--- src/rtl/exc_disp_pkg.sv ---
package exc_disp_pkg;
   localparam int PS_LVL_W = 4;
   localparam int PS_W     = PS_LVL_W + 2;

   typedef struct packed {
      logic                um;
      logic                excm;
      logic [PS_LVL_W-1:0] intlevel;
   } ps_t;

   typedef enum logic [2:0] {
      VEC_KERNEL = 3'd0,
      VEC_USER   = 3'd1,
      VEC_DOUBLE = 3'd2,
      VEC_DEBUG  = 3'd3
   } vec_e;
endpackage

--- src/rtl/exc_disp_arb.sv ---
module exc_disp_arb
   import exc_disp_pkg::*;
(
   input  ps_t                 ps_cur,
   input  logic                exc_req,
   input  logic                dbg_req,
   input  logic                dbg_env,
   input  logic [PS_LVL_W-1:0] dbg_level,
   input  logic                has_depc,
   output logic                dbg_take,
   output logic                exc_take,
   output vec_e                vec_sel,
   output logic                gen_to_depc,
   output logic                gen_to_epc1
);
   logic dbg_allowed;

   always_comb begin
      dbg_allowed = !dbg_env || (ps_cur.intlevel < dbg_level);
      dbg_take    = dbg_req && dbg_allowed;
      exc_take    = exc_req && !dbg_take;
      if (dbg_take)          vec_sel = VEC_DEBUG;
      else if (ps_cur.excm)  vec_sel = VEC_DOUBLE;
      else if (ps_cur.um)    vec_sel = VEC_USER;
      else                   vec_sel = VEC_KERNEL;
      gen_to_depc = exc_take && ps_cur.excm && has_depc;
      gen_to_epc1 = exc_take && !(ps_cur.excm && has_depc);
   end
endmodule

--- src/rtl/exc_disp_bank.sv ---
module exc_disp_bank
   import exc_disp_pkg::*;
#(
   parameter int XLEN    = 32,
   parameter int NLEVELS = 6
)(
   input  logic                         clk,
   input  logic                         rst_n,
   input  logic                         epc_we,
   input  logic [PS_LVL_W-1:0]          epc_lvl,
   input  logic [XLEN-1:0]              epc_data,
   input  logic                         eps_we,
   input  logic [PS_LVL_W-1:0]          eps_lvl,
   input  logic [PS_W-1:0]              eps_data,
   output logic [NLEVELS*XLEN-1:0]      epc_flat,
   output logic [(NLEVELS-1)*PS_W-1:0]  eps_flat
);
   for (genvar l = 1; l <= NLEVELS; l++) begin : g_epc
      logic [XLEN-1:0] q;
      always_ff @(posedge clk or negedge rst_n) begin
         if (!rst_n)                                 q <= '0;
         else if (epc_we && (int'(epc_lvl) == l))    q <= epc_data;
      end
      assign epc_flat[(l-1)*XLEN +: XLEN] = q;
   end

   for (genvar l = 2; l <= NLEVELS; l++) begin : g_eps
      logic [PS_W-1:0] q;
      always_ff @(posedge clk or negedge rst_n) begin
         if (!rst_n)                                 q <= '0;
         else if (eps_we && (int'(eps_lvl) == l))    q <= eps_data;
      end
      assign eps_flat[(l-2)*PS_W +: PS_W] = q;
   end

   // status save slots move only on a debug entry
   a_r7_eps_hold: assert property (@(posedge clk) disable iff (!rst_n)
      !eps_we |=> $stable(eps_flat));
endmodule

--- src/rtl/exc_dispatch.sv ---
module exc_dispatch
   import exc_disp_pkg::*;
#(
   parameter int XLEN      = 32,
   parameter int CAUSE_W   = 6,
   parameter int NLEVELS   = 6,
   parameter bit DEPC_IMPL = 1'b1
)(
   input  logic                         clk,
   input  logic                         rst_n,
   input  logic                         cfg_has_depc,
   input  logic [3:0]                   cfg_dbg_level,
   input  logic                         ps_wr_en,
   input  logic [5:0]                   ps_wr_data,
   input  logic                         exc_req,
   input  logic [XLEN-1:0]              exc_pc,
   input  logic [CAUSE_W-1:0]           exc_cause,
   input  logic                         exc_addr_vld,
   input  logic [XLEN-1:0]              exc_addr,
   input  logic                         dbg_req,
   input  logic                         dbg_env,
   input  logic [XLEN-1:0]              dbg_pc,
   input  logic [CAUSE_W-1:0]           dbg_cause,
   output logic                         redirect_o,
   output logic [2:0]                   vector_o,
   output logic [5:0]                   ps_o,
   output logic [NLEVELS*XLEN-1:0]      epc_o,
   output logic [(NLEVELS-1)*6-1:0]     eps_o,
   output logic [XLEN-1:0]              depc_o,
   output logic [CAUSE_W-1:0]           exccause_o,
   output logic [XLEN-1:0]              excvaddr_o,
   output logic [CAUSE_W-1:0]           dbgcause_o
);
   localparam int MAX_LVL = (1 << PS_LVL_W) - 1;

   if (NLEVELS < 2 || NLEVELS > MAX_LVL) begin : g_bad_levels
      $error("NLEVELS must lie in 2..%0d", MAX_LVL);
   end
   if (XLEN < 8 || CAUSE_W < 1) begin : g_bad_width
      $error("XLEN must be at least 8 and CAUSE_W at least 1");
   end
   if (PS_W != 6) begin : g_bad_ps
      $error("status word port assumes 6 bits");
   end

   ps_t  ps_q;
   vec_e vec_sel, vec_q;
   logic dbg_take, exc_take, gen_to_depc, gen_to_epc1;
   logic redirect_q;
   logic [CAUSE_W-1:0] exccause_q, dbgcause_q;
   logic [XLEN-1:0]    excvaddr_q;

   exc_disp_arb u_arb (
      .ps_cur      (ps_q),
      .exc_req     (exc_req),
      .dbg_req     (dbg_req),
      .dbg_env     (dbg_env),
      .dbg_level   (cfg_dbg_level),
      .has_depc    (cfg_has_depc && DEPC_IMPL),
      .dbg_take    (dbg_take),
      .exc_take    (exc_take),
      .vec_sel     (vec_sel),
      .gen_to_depc (gen_to_depc),
      .gen_to_epc1 (gen_to_epc1)
   );

   // PC save slot: level 1 for general faults, debug level for debug entry
   logic                epc_we;
   logic [PS_LVL_W-1:0] epc_lvl;
   logic [XLEN-1:0]     epc_data;

   always_comb begin
      epc_we   = dbg_take || gen_to_epc1;
      epc_lvl  = dbg_take ? cfg_dbg_level : PS_LVL_W'(1);
      epc_data = dbg_take ? dbg_pc : exc_pc;
   end

   exc_disp_bank #(.XLEN(XLEN), .NLEVELS(NLEVELS)) u_bank (
      .clk      (clk),
      .rst_n    (rst_n),
      .epc_we   (epc_we),
      .epc_lvl  (epc_lvl),
      .epc_data (epc_data),
      .eps_we   (dbg_take),
      .eps_lvl  (cfg_dbg_level),
      .eps_data (ps_q),
      .epc_flat (epc_o),
      .eps_flat (eps_o)
   );

   if (DEPC_IMPL) begin : g_depc
      logic [XLEN-1:0] depc_q;
      always_ff @(posedge clk or negedge rst_n) begin
         if (!rst_n)           depc_q <= '0;
         else if (gen_to_depc) depc_q <= exc_pc;
      end
      assign depc_o = depc_q;
   end else begin : g_no_depc
      assign depc_o = '0;
   end

   always_ff @(posedge clk or negedge rst_n) begin
      if (!rst_n) begin
         ps_q       <= '0;
         exccause_q <= '0;
         excvaddr_q <= '0;
         dbgcause_q <= '0;
         redirect_q <= 1'b0;
         vec_q      <= VEC_KERNEL;
      end else begin
         redirect_q <= dbg_take || exc_take;
         if (dbg_take || exc_take) vec_q <= vec_sel;
         if (dbg_take) begin
            ps_q.intlevel <= cfg_dbg_level;
            ps_q.excm     <= 1'b1;
            dbgcause_q    <= dbg_cause;
         end else if (exc_take) begin
            ps_q.excm  <= 1'b1;
            exccause_q <= exc_cause;
            if (exc_addr_vld) excvaddr_q <= exc_addr;
         end else if (ps_wr_en) begin
            ps_q <= ps_t'(ps_wr_data);
         end
      end
   end

   assign redirect_o = redirect_q;
   assign vector_o   = vec_q;
   assign ps_o       = ps_q;
   assign exccause_o = exccause_q;
   assign excvaddr_o = excvaddr_q;
   assign dbgcause_o = dbgcause_q;

   // any redirect leaves the block in exception mode
   a_r5_excm_after: assert property (@(posedge clk) disable iff (!rst_n)
      redirect_o |-> ps_o[4]);

   // a lone general fault in exception mode goes to the double vector
   a_r4_nested: assert property (@(posedge clk) disable iff (!rst_n)
      (exc_req && !dbg_req && ps_o[4]) |=> (redirect_o && vector_o == 3'd2));

   // debug entry raises the level to the configured debug level
   a_r7_level: assert property (@(posedge clk) disable iff (!rst_n)
      (dbg_req && !dbg_env) |=> (vector_o == 3'd3 && ps_o[3:0] == $past(cfg_dbg_level)));

   // a level-gated debug request is dropped at or above the debug level
   a_r8_drop: assert property (@(posedge clk) disable iff (!rst_n)
      (dbg_req && dbg_env && !exc_req && ps_o[3:0] >= cfg_dbg_level) |=> !redirect_o);

   // no request, no redirect
   a_r10_idle: assert property (@(posedge clk) disable iff (!rst_n)
      (!exc_req && !dbg_req) |=> !redirect_o);

   // fault address register moves only with a flagged general request
   a_r6_vaddr_hold: assert property (@(posedge clk) disable iff (!rst_n)
      !(exc_req && exc_addr_vld) |=> $stable(excvaddr_o));
endmodule

--- config.mk ---
export PLATFORM = sky130hd
export DESIGN_NAME = exc_dispatch
export DESIGN_NICKNAME = d
export VERILOG_FILES = /design/src/rtl/exc_disp_pkg.sv /design/src/rtl/exc_disp_arb.sv /design/src/rtl/exc_disp_bank.sv /design/src/rtl/exc_dispatch.sv
export SDC_FILE = /design/constraint.sdc
export NUM_CORES = 1
export LEC_CHECK = 0
export BUFFER_PORTS_ARGS = -buffer_cell sky130_fd_sc_hd__buf_2
export CORE_AREA = 2 2 170 172
export CTS_BUF_LIST = sky130_fd_sc_hd__clkbuf_4
export DETAILED_ROUTE_END_ITERATION = 8
export DIE_AREA = 0 0 172 174
export PLACE_DENSITY = 0.77
export SLEW_MARGIN = 0
export SYNTH_ARGS = -nofsm -noshare
export SYNTH_HDL_FRONTEND = slang
export SYNTH_SLANG_ARGS = --single-unit
--- constraint.sdc ---
create_clock -name clk -period 4.95 [get_ports clk]
set_input_delay 0.2475 -clock clk [delete_from_list [all_inputs] [get_ports clk]]
set_output_delay 0.2475 -clock clk [all_outputs]
set_load 0.005 [all_outputs]
==> out/results.ini, run 1 <==
[status]
status=finished clean

[place]
port-buffer-count=432
dp.cells=1590
hpwl_um=25000
gp_congestion=0.792

[logic_synthesis]
yosysTopAreaCellShare_pct=62.5
yosys_warnings=0
synth.avg_cell_area_sq_um=14.9
synth.cell_area_sq_mm=0.0123
async_flop_share_pct=100
synth_edf_count=0
syn_inst=822
ys_seq_area_share_pct=62.5
syn_nets=951
netlist-cell-type-count=30
synth_seq_cells=307
yosys-top-cells-area=dfrtp_1 (63%), mux2_2 (22%), o211ai_1 (4.0%)
synth_top_flop_cell=dfrtp_1
yosys.area.top_type=dfrtp_1

[setup_path]
critPathCaptureType=flop
worst-r2r-cell-count=7
cp_common_cell=o211ai_1
cp.arrival_ns=3.87
worstPathMaxFanout=40
cp_slowest_stage_delay_ns=0.88
r2r_start=ps_o[1]
criticalPathCategory=flop to flop
required_ns=5.50
r2r-end=u_bank.g_epc[1].q[10]
path_cells=ha_1 -> o211ai_1 -> o211ai_1 -> buf_4 -> a21boi_4 -> o211ai_1 -> dlygate4sd3_1
rrSetupSlack_ns=1.63
start_kind=flop
critical_path.slowest_cell=a21boi_4

[run]
drv_cap=0

[global_routing]
grt_max_degree=117
antenna_found_initial=2
grt-ovfl-total=0
grt_pass1_vias=10500
gr-usage-all-layers_pct=25.8
grt_pass1_wl_um=59600

[hold_path]
holdCritPathClass=input pin to flop
hold_depth=4
hold_end=vector_o[0]
worstHoldStart=dbg_env

[power_and_ir_drop]
ir_drop_mv=0.296
powerDensity_mw_per_mm2=489
total_power_mw=8.30
p_leak_nw=8.19

[sta]
max_freq_mhz=301
slew_viol_final=0
relSlewSlack_pct=24.6
worstMarginPinSlew_ns=1.13
fin_worst_skew_ns=0.0492
fin_crit_sh_pct=67.1
setup_violations=0
rsz0062_at_grt=false
final.setup.tns_ns=0
final_hold_viol_count=0
fin_crit_ns=3.32

[clock_network]
cts_sinks=307
clk_pin_slew_worst_paths_ns=0.07
cts_tree=built
clockRootBuffer=clkbuf_4
clkLatencyLatePin_ns=0.70
cts.htree.levels=3
cts_buffer_depth=3
numCtsBuffers=80
ctsResizeCount=0

[cells_and_area]
utilization_pct=60.1
layout_commonest_cell=buf_2
fin_nets=1539
fillers=2208
final_cell_mix=buf_2 (431), dfrtp_1 (307), mux2_2 (237), dlygate4sd3_1 (122), clkbuf_4 (111)
area_growth_pct=38.0
drive_gt1_share_pct=57.9
stdcell_count=1839

[drt]
vias=9642
wl_per_cell_um=21.2
avgViaCountPerCell=5.24
wl_um=39000
drt_iter0_drc=537
ant_nets=0
drtPass1Iterations=5
drc=0

[floorplan]
die_h_um=174
rows=62
core_area_sq_mm=0.0282
ios=434
start_util_pct=43.5
die_w_um=172
dieArea_sq_mm=0.0299

[final cells by class]
| type | instances | area [sq um] | share of cell area, % |
|---|---|---|---|
| sequential | 307 | 7680 | 45.3 |
| clock inverter | 14 | 73.8 | 0.435 |
| timing repair buffer | 567 | 3520 | 20.7 |
| inverter | 5 | 18.8 | 0.111 |
| tap | 384 | 480 | 2.83 |
| clock buffer | 111 | 833 | 4.91 |
| antenna | 2 | 5.00 | 0.0295 |
| multi-input combinational | 449 | 4350 | 25.6 |
[per-layer routing]
metal	track usage (%)	vias to the layer above	wire (um)
li1	-	4214	-
met1	29.8	4864	14900
met2	44.3	474	19500
met3	7.86	90	3310
met4	10.7	0	1340
met5	0	-	0
[cells in the mapped netlist, types with 3 or more instances]
library cell and n:
dfrtp_1 307, mux2_2 237, o211ai_1 66, o21ai_0 42, nand3_1 35, mux2_4 30
clkbuf_1 27, buf_2 22, nand2_1 7, buf_6 5, inv_1 5, mux2i_1 5
buf_1 4, a211oi_1 3, buf_4 3, ha_1 3, nor2b_1 3
[per-stage QoR]
stage / instance area (sq um) / hold WS (ns) / worst slack [ns]
CTS: 17000 / 0.0862 / 1.74
global route: 17000 / 0.116 / 1.45
floorplan: 12300 / -0.0481 / 2.55
global placement: 14800 / 0.329 / 1.85
detailed placement: 14800 / 0.334 / 1.78
finish: 17000 / 0.149 / 1.63
[cells by family (layout without fill, tap and decap cells)]
logic type               Yosys count  after routing  share of synthesized area [%]
buffers and inverters             66            697                           2.64
flip-flops                       307            307                           62.5
AND/OR/NAND/NOR                   57             57                           2.43
other                              1              3                         0.0305
AO/OA/AOI/OAI                    116            116                           6.26
adder cells (fa/ha/maj)            3              3                          0.306
multiplexers                     272            272                           25.8
[worst max path at each step]
stage	start	to	cells after the start
4_1_cts	ps_o[1]	u_bank.g_epc[5].q[12]	7
6_report	ps_o[1]	u_bank.g_epc[1].q[10]	7
3_3_place_gp	ps_o[1]	u_bank.g_epc[5].q[7]	7
3_5_place_dp	ps_o[1]	u_bank.g_epc[5].q[3]	7
5_1_grt	ps_o[1]	u_bank.g_epc[1].q[10]	7
2_1_floorplan	ps_o[3]	depc_o[10]	8
[state kept, by name, indices dropped and copies added, names as in the netlist]
| register | count |
|---|---|
| exccause_o | 6 |
| redirect_o | 1 |
| u_bank.g_eps.q | 30 |
| dbgcause_o | 6 |
| u_bank.g_epc.q | 192 |
| depc_o | 32 |
| vector_o | 2 |
| excvaddr_o | 32 |
| ps_o | 6 |
[what timing repair did]
item,CTS,global route
endpoints found under the setup margin,0,0
buffers inserted,0,0
hold buffers,122,0
endpoints found under the hold margin,373,0
[critical path: cells and delay by family (launching register included)]
kind,cells,cell delay [ns]
flip-flops,1,0.46
buffers and inverters,2,0.94
adder cells (fa/ha/maj),1,0.30
AO/OA/AOI/OAI,4,1.47
[power breakdown]
group | switching [mW] | internal [mW] | total [mW]
Clock | 1.00 | 1.03 | 2.03
Combinational | 1.06 | 1.36 | 2.42
Sequential | 0.485 | 3.36 | 3.85
Note: power is estimated with default switching activity, not from simulation.
==> run 2, diff against run 1 <==
--- a/config.mk
+++ b/config.mk
@@ -5,12 +5,13 @@
 export SDC_FILE = /design/constraint.sdc
 export NUM_CORES = 1
 export LEC_CHECK = 0
+export ABC_AREA = 1
 export BUFFER_PORTS_ARGS = -buffer_cell sky130_fd_sc_hd__buf_2
-export CORE_AREA = 2 2 170 172
+export CORE_AREA = 2 2 166 168
 export CTS_BUF_LIST = sky130_fd_sc_hd__clkbuf_4
 export DETAILED_ROUTE_END_ITERATION = 8
-export DIE_AREA = 0 0 172 174
-export PLACE_DENSITY = 0.77
+export DIE_AREA = 0 0 168 170
+export PLACE_DENSITY = 0.79
 export SLEW_MARGIN = 0
 export SYNTH_ARGS = -nofsm -noshare
 export SYNTH_HDL_FRONTEND = slang
==> constraint.sdc (replaced) <==
create_clock -name clk -period 3.1 [get_ports clk]
set_input_delay 0.155 -clock clk [delete_from_list [all_inputs] [get_ports clk]]
set_output_delay 0.155 -clock clk [all_outputs]
set_load 0.005 [all_outputs]
==> out/results.ini, run 2 <==
[status]
status=finished clean

[place]
hpwl_um=27300  ; +8.9%
gp_congestion=0.879  ; +11%
pre_cts_ws_ns=0.655  ; -1.13 ns
dp.cells=2015  ; +27%
port-buffer-count=432  ; unchanged

[floorplan]
die_h_um=170  ; -2.3%
die_w_um=168  ; -2.3%
ios=434  ; unchanged
start_util_pct=45.1  ; +1.6 points
rows=60  ; -3.2%
core_area_sq_mm=0.0267  ; -5.6%
dieArea_sq_mm=0.0286  ; -4.6%

[sta]
max_freq_mhz=341  ; +13%
worstMarginPinSlew_ns=0.932  ; -0.197 ns
setup_violations=0  ; unchanged
relSlewSlack_pct=37.8  ; +13 points
final.setup.tns_ns=0  ; unchanged
fin_worst_skew_ns=0.0818  ; +0.0326 ns
worst_slack_ns=0.167  ; -1.46 ns
final_hold_viol_count=0  ; unchanged
slew_viol_final=0  ; unchanged
fin_crit_sh_pct=94.6  ; +28 points
fin_crit_ns=2.93  ; -0.388 ns
rsz0062_at_grt=false

[hold_path]
worstHoldStart=dbg_pc[0]
hold_end=u_bank.g_epc[1].q[0]
hold_depth=5  ; +1
holdCritPathClass=input pin to flop

[clock_network]
cts_buffer_depth=3  ; unchanged
clockRootBuffer=clkbuf_4
numCtsBuffers=83  ; +3.8%
clk_pin_slew_worst_paths_ns=0.08  ; about the same
cts_sinks=307  ; unchanged
cts.htree.levels=3  ; unchanged
clkLatencyLatePin_ns=0.73  ; +0.03 ns
cts_tree=built
post_cts_buffers=0  ; unchanged

[power_and_ir_drop]
pwr-share-seq_pct=45.5  ; -0.8 points
comb_power_share_pct=26.1  ; -3.1 points
power_frac_clock_pct=28.4  ; +3.9 points
total_power_mw=12.5  ; +51%
ir_drop_mv=0.374  ; +26%
p_int_mw=8.33  ; +45%
powerDensity_mw_per_mm2=737  ; +51%
swShare_pct=33.4  ; +2.7 points
p_leak_nw=9.35  ; +14%
switchingPower_mw=4.18  ; +64%

[cells_and_area]
largest_reg_flops=192  ; unchanged
top_register=u_bank.g_epc.q
fin_nets=2035  ; +32%
stdcell_count=2308  ; +26%
layout_commonest_cell=nand2_1
drive_gt1_share_pct=30.2  ; -28 points
area_growth_pct=41.2
final_cell_mix=nand2_1 (499), buf_2 (431), dfrtp_1 (307), o21ai_0 (250), dlygate4sd3_1 (146)
fillers=2071  ; -6.2%

[drt]
vias=12400  ; +28%
drtPass1Iterations=5  ; unchanged
drt_iter0_drc=1248  ; +130%
wl_per_cell_um=19.2  ; -9.5%
drc=0  ; unchanged
avgViaCountPerCell=5.37  ; +2.3%
wl_um=44300  ; +14%
ant_nets=0  ; unchanged

[logic_synthesis]
synth_common_cells=nand2_1 (504), dfrtp_1 (307), o21ai_0 (250)
synth_edf_count=0  ; unchanged
synth_seq_cells=307  ; unchanged
syn_inst=1307  ; +59%
synth_most_common_cell=nand2_1
netlist-cell-type-count=21  ; -30%
syn_nets=1436  ; +51%
synth_top_flop_cell=dfrtp_1
yosys.area.top_type=dfrtp_1
synth.cell_area_sq_mm=0.0120  ; -2.1%
synth.avg_cell_area_sq_um=9.20  ; -38%
yosys-top-cells-area=dfrtp_1 (64%), nand2_1 (16%), o21ai_0 (10%)
ys_seq_area_share_pct=63.9  ; +1.3 points
yosysTopAreaCellShare_pct=63.9  ; +1.3 points
yosys_warnings=0  ; unchanged
async_flop_share_pct=100  ; unchanged

[setup_path]
required_ns=3.70  ; -1.80 ns
criticalPathCategory=flop to flop
cp.arrival_ns=3.53  ; -0.34 ns
r2r-end=u_bank.g_epc[1].q[31]
r2r_start=ps_o[3]
worst-r2r-cell-count=11  ; +4
rrSetupSlack_ns=0.17  ; -1.46 ns
critPathCaptureType=flop
start_kind=flop
worstPathMaxFanout=34  ; -15%

[global_routing]
grt_pass1_wl_um=67900  ; +14%
grt_max_degree=80  ; -32%
grt-ovfl-total=0  ; unchanged
gr-usage-all-layers_pct=30.6  ; +4.8 points
antenna_found_initial=1  ; -1
grt_pass1_vias=12300  ; +17%

[run]
drv_cap=0  ; unchanged

run 2: cell types whose count changed in the layout (fill, tap and decap cells not counted), sizes merged, moves of 24 or more:
cell | before | now
nand2 | 7 | 507
mux2 | 267 | 0
o21ai | 42 | 259
o211ai | 66 | 1
inv | 8 | 50
nand3 | 35 | 73
dlygate4sd3 | 122 | 146
run 2: timing repair:
item,4_1_cts,5_1_grt
endpoints found under the hold margin,476,0
resized for setup,0,1
hold buffers,147,0
endpoints found under the setup margin,0,1
run 2: critical path, cell delays in order (launching register included):
cell           delay [ns]
dfrtp_1              0.43
ha_1                 0.32
a21oi_1              0.18
nand2_1              0.13
nand2_4              0.10
buf_6                0.27
nand3_1              0.13
nand2_1              0.12
buf_4                0.33
nand3_1              0.13
dlygate4sd3_1        0.59
nand2_1              0.07
run 2: power groups by stage:
stage | logic [mW] | registers, mW | clock network, mW
2_1_floorplan | 1.09 | 5.77 | 0
4_1_cts | 3.19 | 5.67 | 3.60
3_5_place_dp | 3.01 | 5.71 | 0
6_report | 3.26 | 5.70 | 3.55
5_1_grt | 3.60 | 5.80 | 3.88
3_3_place_gp | 2.92 | 5.69 | 0
run 2: layout make-up:
class	count	area [sq um]	area share (%)
tap	341	427	2.51
inverter	49	184	1.08
clock buffer	118	886	5.21
sequential	307	7680	45.2
antenna	4	10.0	0.0589
clock inverter	24	138	0.810
timing repair buffer	598	3910	23.0
multi-input combinational	867	3750	22.1
run 2: layer usage:
layer | vias up | part of all wire (%) | GRT usage [%]
met5 | - | 0 | 0
met4 | 0 | 5.9 | 18.2
met3 | 195 | 10 | 8.74
met2 | 902 | 46 | 48.3
met1 | 5826 | 38 | 37.8
li1 | 5462 | - | -
run 2: how the worst max path moves through the flow:
stage / startpoint / end / cells past startpoint
floorplan: ps_o[3] / u_bank.g_epc[6].q[10] / 12
global placement: ps_o[3] / u_bank.g_epc[6].q[0] / 12
detailed placement: ps_o[3] / u_bank.g_epc[6].q[1] / 10
CTS: ps_o[3] / u_bank.g_epc[1].q[31] / 11
global route: ps_o[3] / ps_o[5] / 12
finish: ps_o[3] / u_bank.g_epc[1].q[31] / 11
run 2: per-stage QoR:
stage               utilization [%]  hold slack (ns)  area, sq um
finish                         63.7           0.0400        17000
global route                   63.7           0.0199        17000
CTS                            63.7          0.00289        17000
detailed placement             54.3            0.121        14500
global placement               54.3            0.116        14500
floorplan                         -           -0.141        12000
run 2: logic make-up after synthesis:
logic type | Yosys count | synth area share (%)
DFF | 307 | 63.9
AOI/OAI and AO/OA | 265 | 11.1
buffers and inverters | 133 | 5.07
other | 1 | 0.0312
and+or+nand+nor | 598 | 19.7
adders and majority gates | 3 | 0.312
